==> config.mk <==
export PLATFORM = sky130hd
export DESIGN_NAME = multi_table_walker
export DESIGN_NICKNAME = d
export VERILOG_FILES = /design/src/rtl/mtw_pkg.sv /design/src/rtl/mtw_tbl_addr.sv /design/src/rtl/mtw_entry_check.sv /design/src/rtl/mtw_miss_arb.sv /design/src/rtl/multi_table_walker.sv
export SDC_FILE = /design/constraint.sdc
export NUM_CORES = 1
export LEC_CHECK = 0
export ABC_AREA = 1
export BUFFER_PORTS_ARGS = -buffer_cell sky130_fd_sc_hd__buf_2
export CELL_PAD_IN_SITES_DETAIL_PLACEMENT = 1
export CELL_PAD_IN_SITES_GLOBAL_PLACEMENT = 1
export CORE_MARGIN = 3
export CORE_UTILIZATION = 34
export DETAILED_ROUTE_END_ITERATION = 16
export PLACE_DENSITY_LB_ADDON = 0.3
export SETUP_SLACK_MARGIN = 0.2
export SLEW_MARGIN = 20
export SYNTH_ARGS = -nofsm -noshare
export SYNTH_HDL_FRONTEND = slang
export SYNTH_HIERARCHICAL = 1
export SYNTH_SLANG_ARGS = --single-unit
export TNS_END_PERCENT = 30
==> constraint.sdc <==
create_clock -name clk -period 3.17 [get_ports clk]
set_input_delay 0.317 -clock clk [delete_from_list [all_inputs] [get_ports clk]]
set_output_delay 0.317 -clock clk [all_outputs]
set_load 0.03 [all_outputs]
==> src/rtl/mtw_pkg.sv <==
`timescale 1ns/1ps
package mtw_pkg;
  localparam int VA_W      = 48;
  localparam int PA_W      = 40;
  localparam int ENTRY_W   = 64;
  localparam int SZ_W      = 2;
  localparam int MIN_SHIFT = 13;
  localparam int PPN_W     = PA_W - MIN_SHIFT;
  localparam int TAG_W     = ENTRY_W - 1 - PPN_W;

  typedef enum logic [1:0] {
    MODE_SEQ     = 2'd0,
    MODE_PAR     = 2'd1,
    MODE_PRED    = 2'd2,
    MODE_SEQ_ALT = 2'd3
  } walk_mode_e;

  function automatic logic [4:0] size_shift(input logic [SZ_W-1:0] code);
    case (code)
      2'd0:    return 5'd13;
      2'd1:    return 5'd16;
      2'd2:    return 5'd22;
      default: return 5'd28;
    endcase
  endfunction
endpackage

==> src/rtl/mtw_tbl_addr.sv <==
`timescale 1ns/1ps
module mtw_tbl_addr import mtw_pkg::*; #(
  parameter int IDX_W = 10
) (
  input  logic [VA_W-1:0] va,
  input  logic [PA_W-1:0] base,
  input  logic [SZ_W-1:0] size_code,
  output logic [PA_W-1:0] entry_addr
);
  logic [IDX_W-1:0] idx;

  always_comb begin
    idx        = IDX_W'(va >> size_shift(size_code));
    entry_addr = base + (PA_W'(idx) << 3);
  end
endmodule

==> src/rtl/mtw_entry_check.sv <==
`timescale 1ns/1ps
module mtw_entry_check import mtw_pkg::*; (
  input  logic [VA_W-1:0]    va,
  input  logic [SZ_W-1:0]    size_code,
  input  logic [ENTRY_W-1:0] entry,
  output logic               hit,
  output logic [PA_W-1:0]    pa
);
  logic [TAG_W-1:0] vpn;
  logic [PA_W-1:0]  off_mask;

  always_comb begin
    vpn      = TAG_W'(va >> size_shift(size_code));
    off_mask = (PA_W'(1) << size_shift(size_code)) - PA_W'(1);
    hit      = entry[ENTRY_W-1] && (entry[ENTRY_W-2 -: TAG_W] == vpn);
    pa       = ({entry[PPN_W-1:0], {MIN_SHIFT{1'b0}}} & ~off_mask) |
               (va[PA_W-1:0] & off_mask);
  end
endmodule

==> src/rtl/mtw_miss_arb.sv <==
`timescale 1ns/1ps
module mtw_miss_arb (
  input  logic clk,
  input  logic rst_n,
  input  logic idle,
  input  logic i_valid,
  input  logic d_valid,
  output logic i_ready,
  output logic d_ready,
  output logic start,
  output logic take_d
);
  logic prio_d;
  logic i_go, d_go;

  assign i_ready = idle && !(d_valid && prio_d);
  assign d_ready = idle && !(i_valid && !prio_d);
  assign i_go    = i_valid && i_ready;
  assign d_go    = d_valid && d_ready;
  assign start   = i_go || d_go;
  assign take_d  = d_go;

  always_ff @(posedge clk) begin
    if (!rst_n)                           prio_d <= 1'b1;
    else if (i_valid && d_valid && start) prio_d <= !d_go;
  end


  single_grant_chk: assert property (@(posedge clk) disable iff (!rst_n)
    $onehot0({i_go, d_go}));
endmodule

==> src/rtl/multi_table_walker.sv <==
`timescale 1ns/1ps
module multi_table_walker import mtw_pkg::*; #(
  parameter int NUM_TBL  = 4,
  parameter int IDX_W    = 10,
  parameter int PRED_LSB = 22
) (
  input  logic                    clk,
  input  logic                    rst_n,
  input  logic                    itlb_miss_valid,
  output logic                    itlb_miss_ready,
  input  logic [VA_W-1:0]         itlb_miss_va,
  input  logic                    dtlb_miss_valid,
  output logic                    dtlb_miss_ready,
  input  logic [VA_W-1:0]         dtlb_miss_va,
  input  logic [NUM_TBL-1:0]      cfg_tbl_en,
  input  logic [NUM_TBL*PA_W-1:0] cfg_tbl_base,
  input  logic [NUM_TBL*SZ_W-1:0] cfg_tbl_size,
  input  logic [1:0]              cfg_mode,
  output logic                    mem_req_valid,
  input  logic                    mem_req_ready,
  output logic [PA_W-1:0]         mem_req_addr,
  input  logic                    mem_rsp_valid,
  output logic                    mem_rsp_ready,
  input  logic [ENTRY_W-1:0]      mem_rsp_data,
  output logic                    fill_valid,
  input  logic                    fill_ready,
  output logic                    fill_to_dtlb,
  output logic                    fill_fault,
  output logic [PA_W-1:0]         fill_pa,
  output logic [SZ_W-1:0]         fill_size
);
  localparam int TID_W = (NUM_TBL > 1) ? $clog2(NUM_TBL) : 1;

  typedef enum logic [1:0] {ST_IDLE, ST_WALK, ST_FILL} state_e;

  state_e             state;
  walk_mode_e         mode_q;
  logic [VA_W-1:0]    va_q, start_va;
  logic               to_d_q, start, take_d;
  logic [NUM_TBL-1:0] pending, inflight, pend_nx, infl_nx;
  logic               pred_first, first_nx, hit_q, hit_nx;
  logic [PA_W-1:0]    pa_q, pa_nx, rsp_pa;
  logic [SZ_W-1:0]    size_q, size_nx, rsp_size;
  logic [TID_W-1:0]   next_tid, rsp_tid, start_pred;
  logic               req_fire, rsp_fire, rsp_hit, walk_done;
  logic [PA_W-1:0]    tbl_addr [NUM_TBL];

  function automatic logic [TID_W-1:0] lowest_set(input logic [NUM_TBL-1:0] m);
    logic [TID_W-1:0] r;
    r = '0;
    for (int i = NUM_TBL - 1; i >= 0; i--) if (m[i]) r = TID_W'(i);
    return r;
  endfunction

  mtw_miss_arb u_arb (
    .clk     (clk),
    .rst_n   (rst_n),
    .idle    (state == ST_IDLE),
    .i_valid (itlb_miss_valid),
    .d_valid (dtlb_miss_valid),
    .i_ready (itlb_miss_ready),
    .d_ready (dtlb_miss_ready),
    .start   (start),
    .take_d  (take_d)
  );

  assign start_va   = take_d ? dtlb_miss_va : itlb_miss_va;
  assign start_pred = start_va[PRED_LSB +: TID_W];

  for (genvar t = 0; t < NUM_TBL; t++) begin : g_tbl
    mtw_tbl_addr #(.IDX_W(IDX_W)) u_addr (
      .va         (va_q),
      .base       (cfg_tbl_base[t*PA_W +: PA_W]),
      .size_code  (cfg_tbl_size[t*SZ_W +: SZ_W]),
      .entry_addr (tbl_addr[t])
    );
  end

  assign next_tid      = pred_first ? va_q[PRED_LSB +: TID_W] : lowest_set(pending);
  assign rsp_tid       = lowest_set(inflight);
  assign rsp_size      = cfg_tbl_size[rsp_tid*SZ_W +: SZ_W];
  assign mem_req_valid = (state == ST_WALK) && (pending != '0) &&
                         (mode_q == MODE_PAR || inflight == '0);
  assign mem_req_addr  = tbl_addr[next_tid];
  assign mem_rsp_ready = (state == ST_WALK) && (inflight != '0);
  assign req_fire      = mem_req_valid && mem_req_ready;
  assign rsp_fire      = mem_rsp_valid && mem_rsp_ready;
  assign walk_done     = (pending == '0) && (inflight == '0);

  mtw_entry_check u_check (
    .va        (va_q),
    .size_code (rsp_size),
    .entry     (mem_rsp_data),
    .hit       (rsp_hit),
    .pa        (rsp_pa)
  );

  always_comb begin
    pend_nx  = pending;
    infl_nx  = inflight;
    first_nx = pred_first;
    hit_nx   = hit_q;
    pa_nx    = pa_q;
    size_nx  = size_q;
    if (req_fire) begin
      pend_nx[next_tid] = 1'b0;
      infl_nx[next_tid] = 1'b1;
      first_nx          = 1'b0;
    end
    if (rsp_fire) begin
      infl_nx[rsp_tid] = 1'b0;
      if (rsp_hit && !hit_q) begin
        hit_nx  = 1'b1;
        pa_nx   = rsp_pa;
        size_nx = rsp_size;
        if (mode_q != MODE_PAR) pend_nx = '0;
      end
    end
  end

  always_ff @(posedge clk) begin
    if (!rst_n) begin
      state      <= ST_IDLE;
      mode_q     <= MODE_SEQ;
      va_q       <= '0;
      to_d_q     <= 1'b0;
      pending    <= '0;
      inflight   <= '0;
      pred_first <= 1'b0;
      hit_q      <= 1'b0;
      pa_q       <= '0;
      size_q     <= '0;
    end else begin
      case (state)
        ST_IDLE: if (start) begin
          state      <= ST_WALK;
          mode_q     <= walk_mode_e'(cfg_mode);
          va_q       <= start_va;
          to_d_q     <= take_d;
          pending    <= cfg_tbl_en;
          inflight   <= '0;
          pred_first <= (cfg_mode == MODE_PRED) && cfg_tbl_en[start_pred];
          hit_q      <= 1'b0;
          pa_q       <= '0;
          size_q     <= '0;
        end
        ST_WALK: begin
          pending    <= pend_nx;
          inflight   <= infl_nx;
          pred_first <= first_nx;
          hit_q      <= hit_nx;
          pa_q       <= pa_nx;
          size_q     <= size_nx;
          if (walk_done) state <= ST_FILL;
        end
        ST_FILL: if (fill_ready) state <= ST_IDLE;
        default: state <= ST_IDLE;
      endcase
    end
  end

  assign fill_valid   = (state == ST_FILL);
  assign fill_to_dtlb = to_d_q;
  assign fill_fault   = !hit_q;
  assign fill_pa      = pa_q;
  assign fill_size    = size_q;


  mem_req_hold_chk: assert property (@(posedge clk) disable iff (!rst_n)
    (mem_req_valid && !mem_req_ready) |=> (mem_req_valid && $stable(mem_req_addr)));


  fill_hold_chk: assert property (@(posedge clk) disable iff (!rst_n)
    (fill_valid && !fill_ready) |=>
      (fill_valid && $stable(fill_pa) && $stable(fill_fault) && $stable(fill_to_dtlb)));


  one_outstanding_chk: assert property (@(posedge clk) disable iff (!rst_n)
    (state == ST_WALK && mode_q != MODE_PAR) |-> ($countones(inflight) <= 1));


  enabled_only_chk: assert property (@(posedge clk) disable iff (!rst_n)
    mem_req_valid |-> cfg_tbl_en[next_tid]);


  no_accept_busy_chk: assert property (@(posedge clk) disable iff (!rst_n)
    (state != ST_IDLE) |-> (!itlb_miss_ready && !dtlb_miss_ready));
endmodule

==> flow_metrics.py <==
metrics = {
    "outcome": {
        "status": "finished, violations left",
        "violations": "setup timing",
    },
    "floorplan": {
        "fp.dieW_um": 261.4,
        "die_h_um": 261.4,
        "coreArea_mm2": 0.06377,
        "start_util_pct": 34.77,
        "io-pin-count": 430,
        "rows": 92,
        "die_area_mm2": 0.06832,
    },
    "global_route": {
        "grt_pass1_vias": 34740,
        "grt_usage_pct": 35.86,
        "grt.overflow.total": 0,
        "grt_max_degree": 92,
        "antenna_found_initial": 19,
        "grt_pass1_wl_mm": 194.2,
    },
    "synth": {
        "synthMuxAreaShare_pct": 0.5078,
        "synth-edff-count": 0,
        "synth_compound_area_share_pct": 13.04,
        "synth-seq-cells": 106,
        "synth_top_family_by_area": "simple AND/OR/NAND/NOR gates",
        "synth_ff_type": "dfxtp_1",
        "async_flop_share_pct": 0,
        "yosysTopAreaCell": "nand2_1",
        "synth.most_common_cell": "nand2_1",
        "yosys_warnings": 6,
        "ys_seq_area_share_pct": 9.570,
        "yosys-top-cells-area": "nand2_1, nand3_1, dfxtp_1, inv_1, a21oi_1",
        "synth-xor-area-share_pct": 3.752,
        "yosys-top-cells-count": "nand2_1, nand3_1, inv_1",
        "synth_cell_types": 53,
        "synth.top_cell.area_share_pct": 24.61,
        "synthSimpleGateAreaFrac_pct": 57.78,
        "syn_nets": 4699,
        "synth_cells": 4289,
        "synth_adder_area_share_pct": 4.029,
        "netlist_area_mm2": 0.02217,
        "avgSynthCellArea_um2": 5.170,
    },
    "timing": {
        "setup_viol": 84,
        "holdWs_ns": 0.1707,
        "report.final.slew_viol_count": 0,
        "hold_violations": 0,
        "finalCritPeriodShare_pct": 158.4,
        "tightest_slew_ns": 1.051,
        "relSlewSlack_pct": 29.86,
        "skew_ns": 0.01944,
        "min_period_ns": 5.021,
        "fmax_ghz": 0.1992,
        "rsz0062_at_grt": "true",
        "setup_ws_ns": -1.851,
    },
    "final_layout": {
        "final_cells": 6008,
        "syn2layout_area_growth_pct": 49.76,
        "register_area_mm2": 0.002162,
        "post-route-util_pct": 52.07,
        "final.fill_count": 8999,
        "multi_input_area_mm2": 0.02002,
        "final_nets": 5550,
        "drive_above_1_share_pct": 32.50,
        "fin_area_mm2": 0.03321,
    },
    "drt": {
        "drt-vias-per-instance": 5.927,
        "ant_nets": 0,
        "drcViolationCount": 0,
        "wl_mm": 140.7,
        "vias": 35610,
        "post_drt_wl_per_cell_um": 23.42,
        "drtIter0Drc": 3591,
        "drt-pass1-iter-count": 6,
    },
    "placed_design": {
        "port_buffers": 429,
        "dp_hpwl_mm": 100.5,
        "routabilityCongestion": 1.023,
        "dpl-instance-area_mm2": 0.03007,
        "pre_cts_ws_ns": -1.471,
        "dp.cells": 5938,
    },
    "clock_network": {
        "cts_root_buf": "clkbuf_16",
        "cts_hold_buf": 0,
        "cts_tree": "built",
        "clock-sinks": 106,
        "cts_made_buffers": 9,
        "clock_latency_ns": 0.40,
        "h-tree-depth": 3,
        "clk_pin_slew_ns": 0.09,
        "cts_buffer_depth": 2,
    },
    "job": {
        "max-cap-violations": 0,
    },
    "pwr": {
        "power_density_mw_per_mm2": 732.7,
        "peakVddDrop_v": 0.0005595,
        "p_leak_nw": 16.81,
    },
    "worst_setup_path": {
        "cp.arrival_ns": 5.26,
        "cp.required_ns": 3.41,
        "cpPeakStageDelay_ns": 0.36,
        "end_kind": "flip-flop",
        "crit_path_frequent_cell": "nand2_1",
        "start_kind": "flip-flop",
        "worstPathMaxFanout": 8,
        "slowest_stage": "dfxtp_4",
        "crit_type": "reg2reg",
    },
    "min_path": {
        "hold_path.class": "in2reg",
    },
}
==> path summary, 6_finish.rpt <==
path / to / slack, ns / from / cells past startpoint
max reg2reg: fill_pa[2] / -1.85 / inflight[1] / 32
max: fill_pa[2] / -1.85 / inflight[1] / 32
min reg2reg: mode_q[0] / 0.46 / mode_q[0] / 2
min: fill_pa[32] / 0.17 / mem_rsp_data[19] / 3
==> sequential cells by signal, indices dropped and copies added (netlist names) <==
name and cells:
va_q 48, fill_to_dtlb 1, u_arb/prio_d 1, state 2, pred_first 1, fill_pa 40, mode_q 2, pending 4
fill_size 2, inflight 4, hit_q 1
==> cell type report <==
type	instances	share of cell area (%)
timing repair inverter	1	0.02638
multi-input combinational	3599	60.28
clock buffer	9	0.6782
clock inverter	7	0.2751
tap	846	3.188
timing repair buffer	1067	24.78
sequential	106	6.511
antenna	17	0.1281
inverter	356	4.141
==> logic make-up (layout without fill, tap and decap cells) <==
kind of cell,Yosys count,after routing
AO/OA/AOI/OAI,531,531
AND/OR/NAND/NOR,2894,2894
XOR/XNOR,95,95
adder cells (fa/ha/maj),69,69
flip-flops,106,106
multiplexers,10,10
buffers and inverters,584,1440
other,0,17
==> cell usage in the layout (no fill, tap or decap), types with 14 or more instances in the layout <==
master and count:
nand2_4 18, ha_1 40, inv_2 23, a22oi_2 18, nor3_1 39, nand3b_1 28
o21ai_2 22, buf_2 408, nor4_1 14, xor2_1 61, a21oi_2 19, nand2_2 105
buf_6 24, o211ai_1 14, nand4_1 63, o21ai_0 109, nand2_1 1337, xnor2_1 23
o21ai_1 109, nand3_4 47, nand3_1 679, dfxtp_1 84, diode_2 17, or2_1 79
nor2_2 19, ha_4 19, nor2_1 230, nand3_2 160, buf_12 71, dfxtp_2 17
a22oi_1 22, inv_1 320, or2_2 50, buf_4 548, a21oi_1 191
==> worst max-delay path, delay by kind of cell (launching register included) <==
kind,cells,cell delay (ns)
and+or+nand+nor,22,3.20
DFF,1,0.36
buffers and inverters,7,0.89
adders and majority gates,1,0.25
AOI/OAI and AO/OA,2,0.11
==> through the flow <==
step | setup TNS [ns] | power [W]
finish | -123.33 | 0.02433
global route | -127.62 | 0.02542
CTS | -75.82 | 0.02217
detailed placement | -97.29 | 0.01980
global placement | -93.70 | 0.01938
floorplan | -2.081 | 0.01153
==> per-layer routing <==
metal	track usage, %	part of all wire (%)	vias to the layer above
met5	0	0.029	-
met4	15.26	6.4	6
met3	4.787	8.8	668
met2	60.20	46	1940
met1	45.99	39	17090
li1	-	-	15900
==> where the power goes <==
| group | leakage, nW | switching, W | internal, W | total, W |
|---|---|---|---|---|
| clock network | 0.152 | 0.000689 | 0.000574 | 0.00126 |
| logic | 15.8 | 0.0130 | 0.00777 | 0.0207 |
| registers | 0.876 | 0.000598 | 0.00173 | 0.00233 |
| total | 16.8 | 0.0143 | 0.0101 | 0.0243 |
==> timing repair <==
action / CTS / global route
gates resized for setup: 322 / 204
pin swaps: 39 / 31
setup endpoints to repair: 84 / 87
setup buffers: 22 / 2
cloned: 9 / 4
Note: power is estimated with default switching activity, not from simulation.
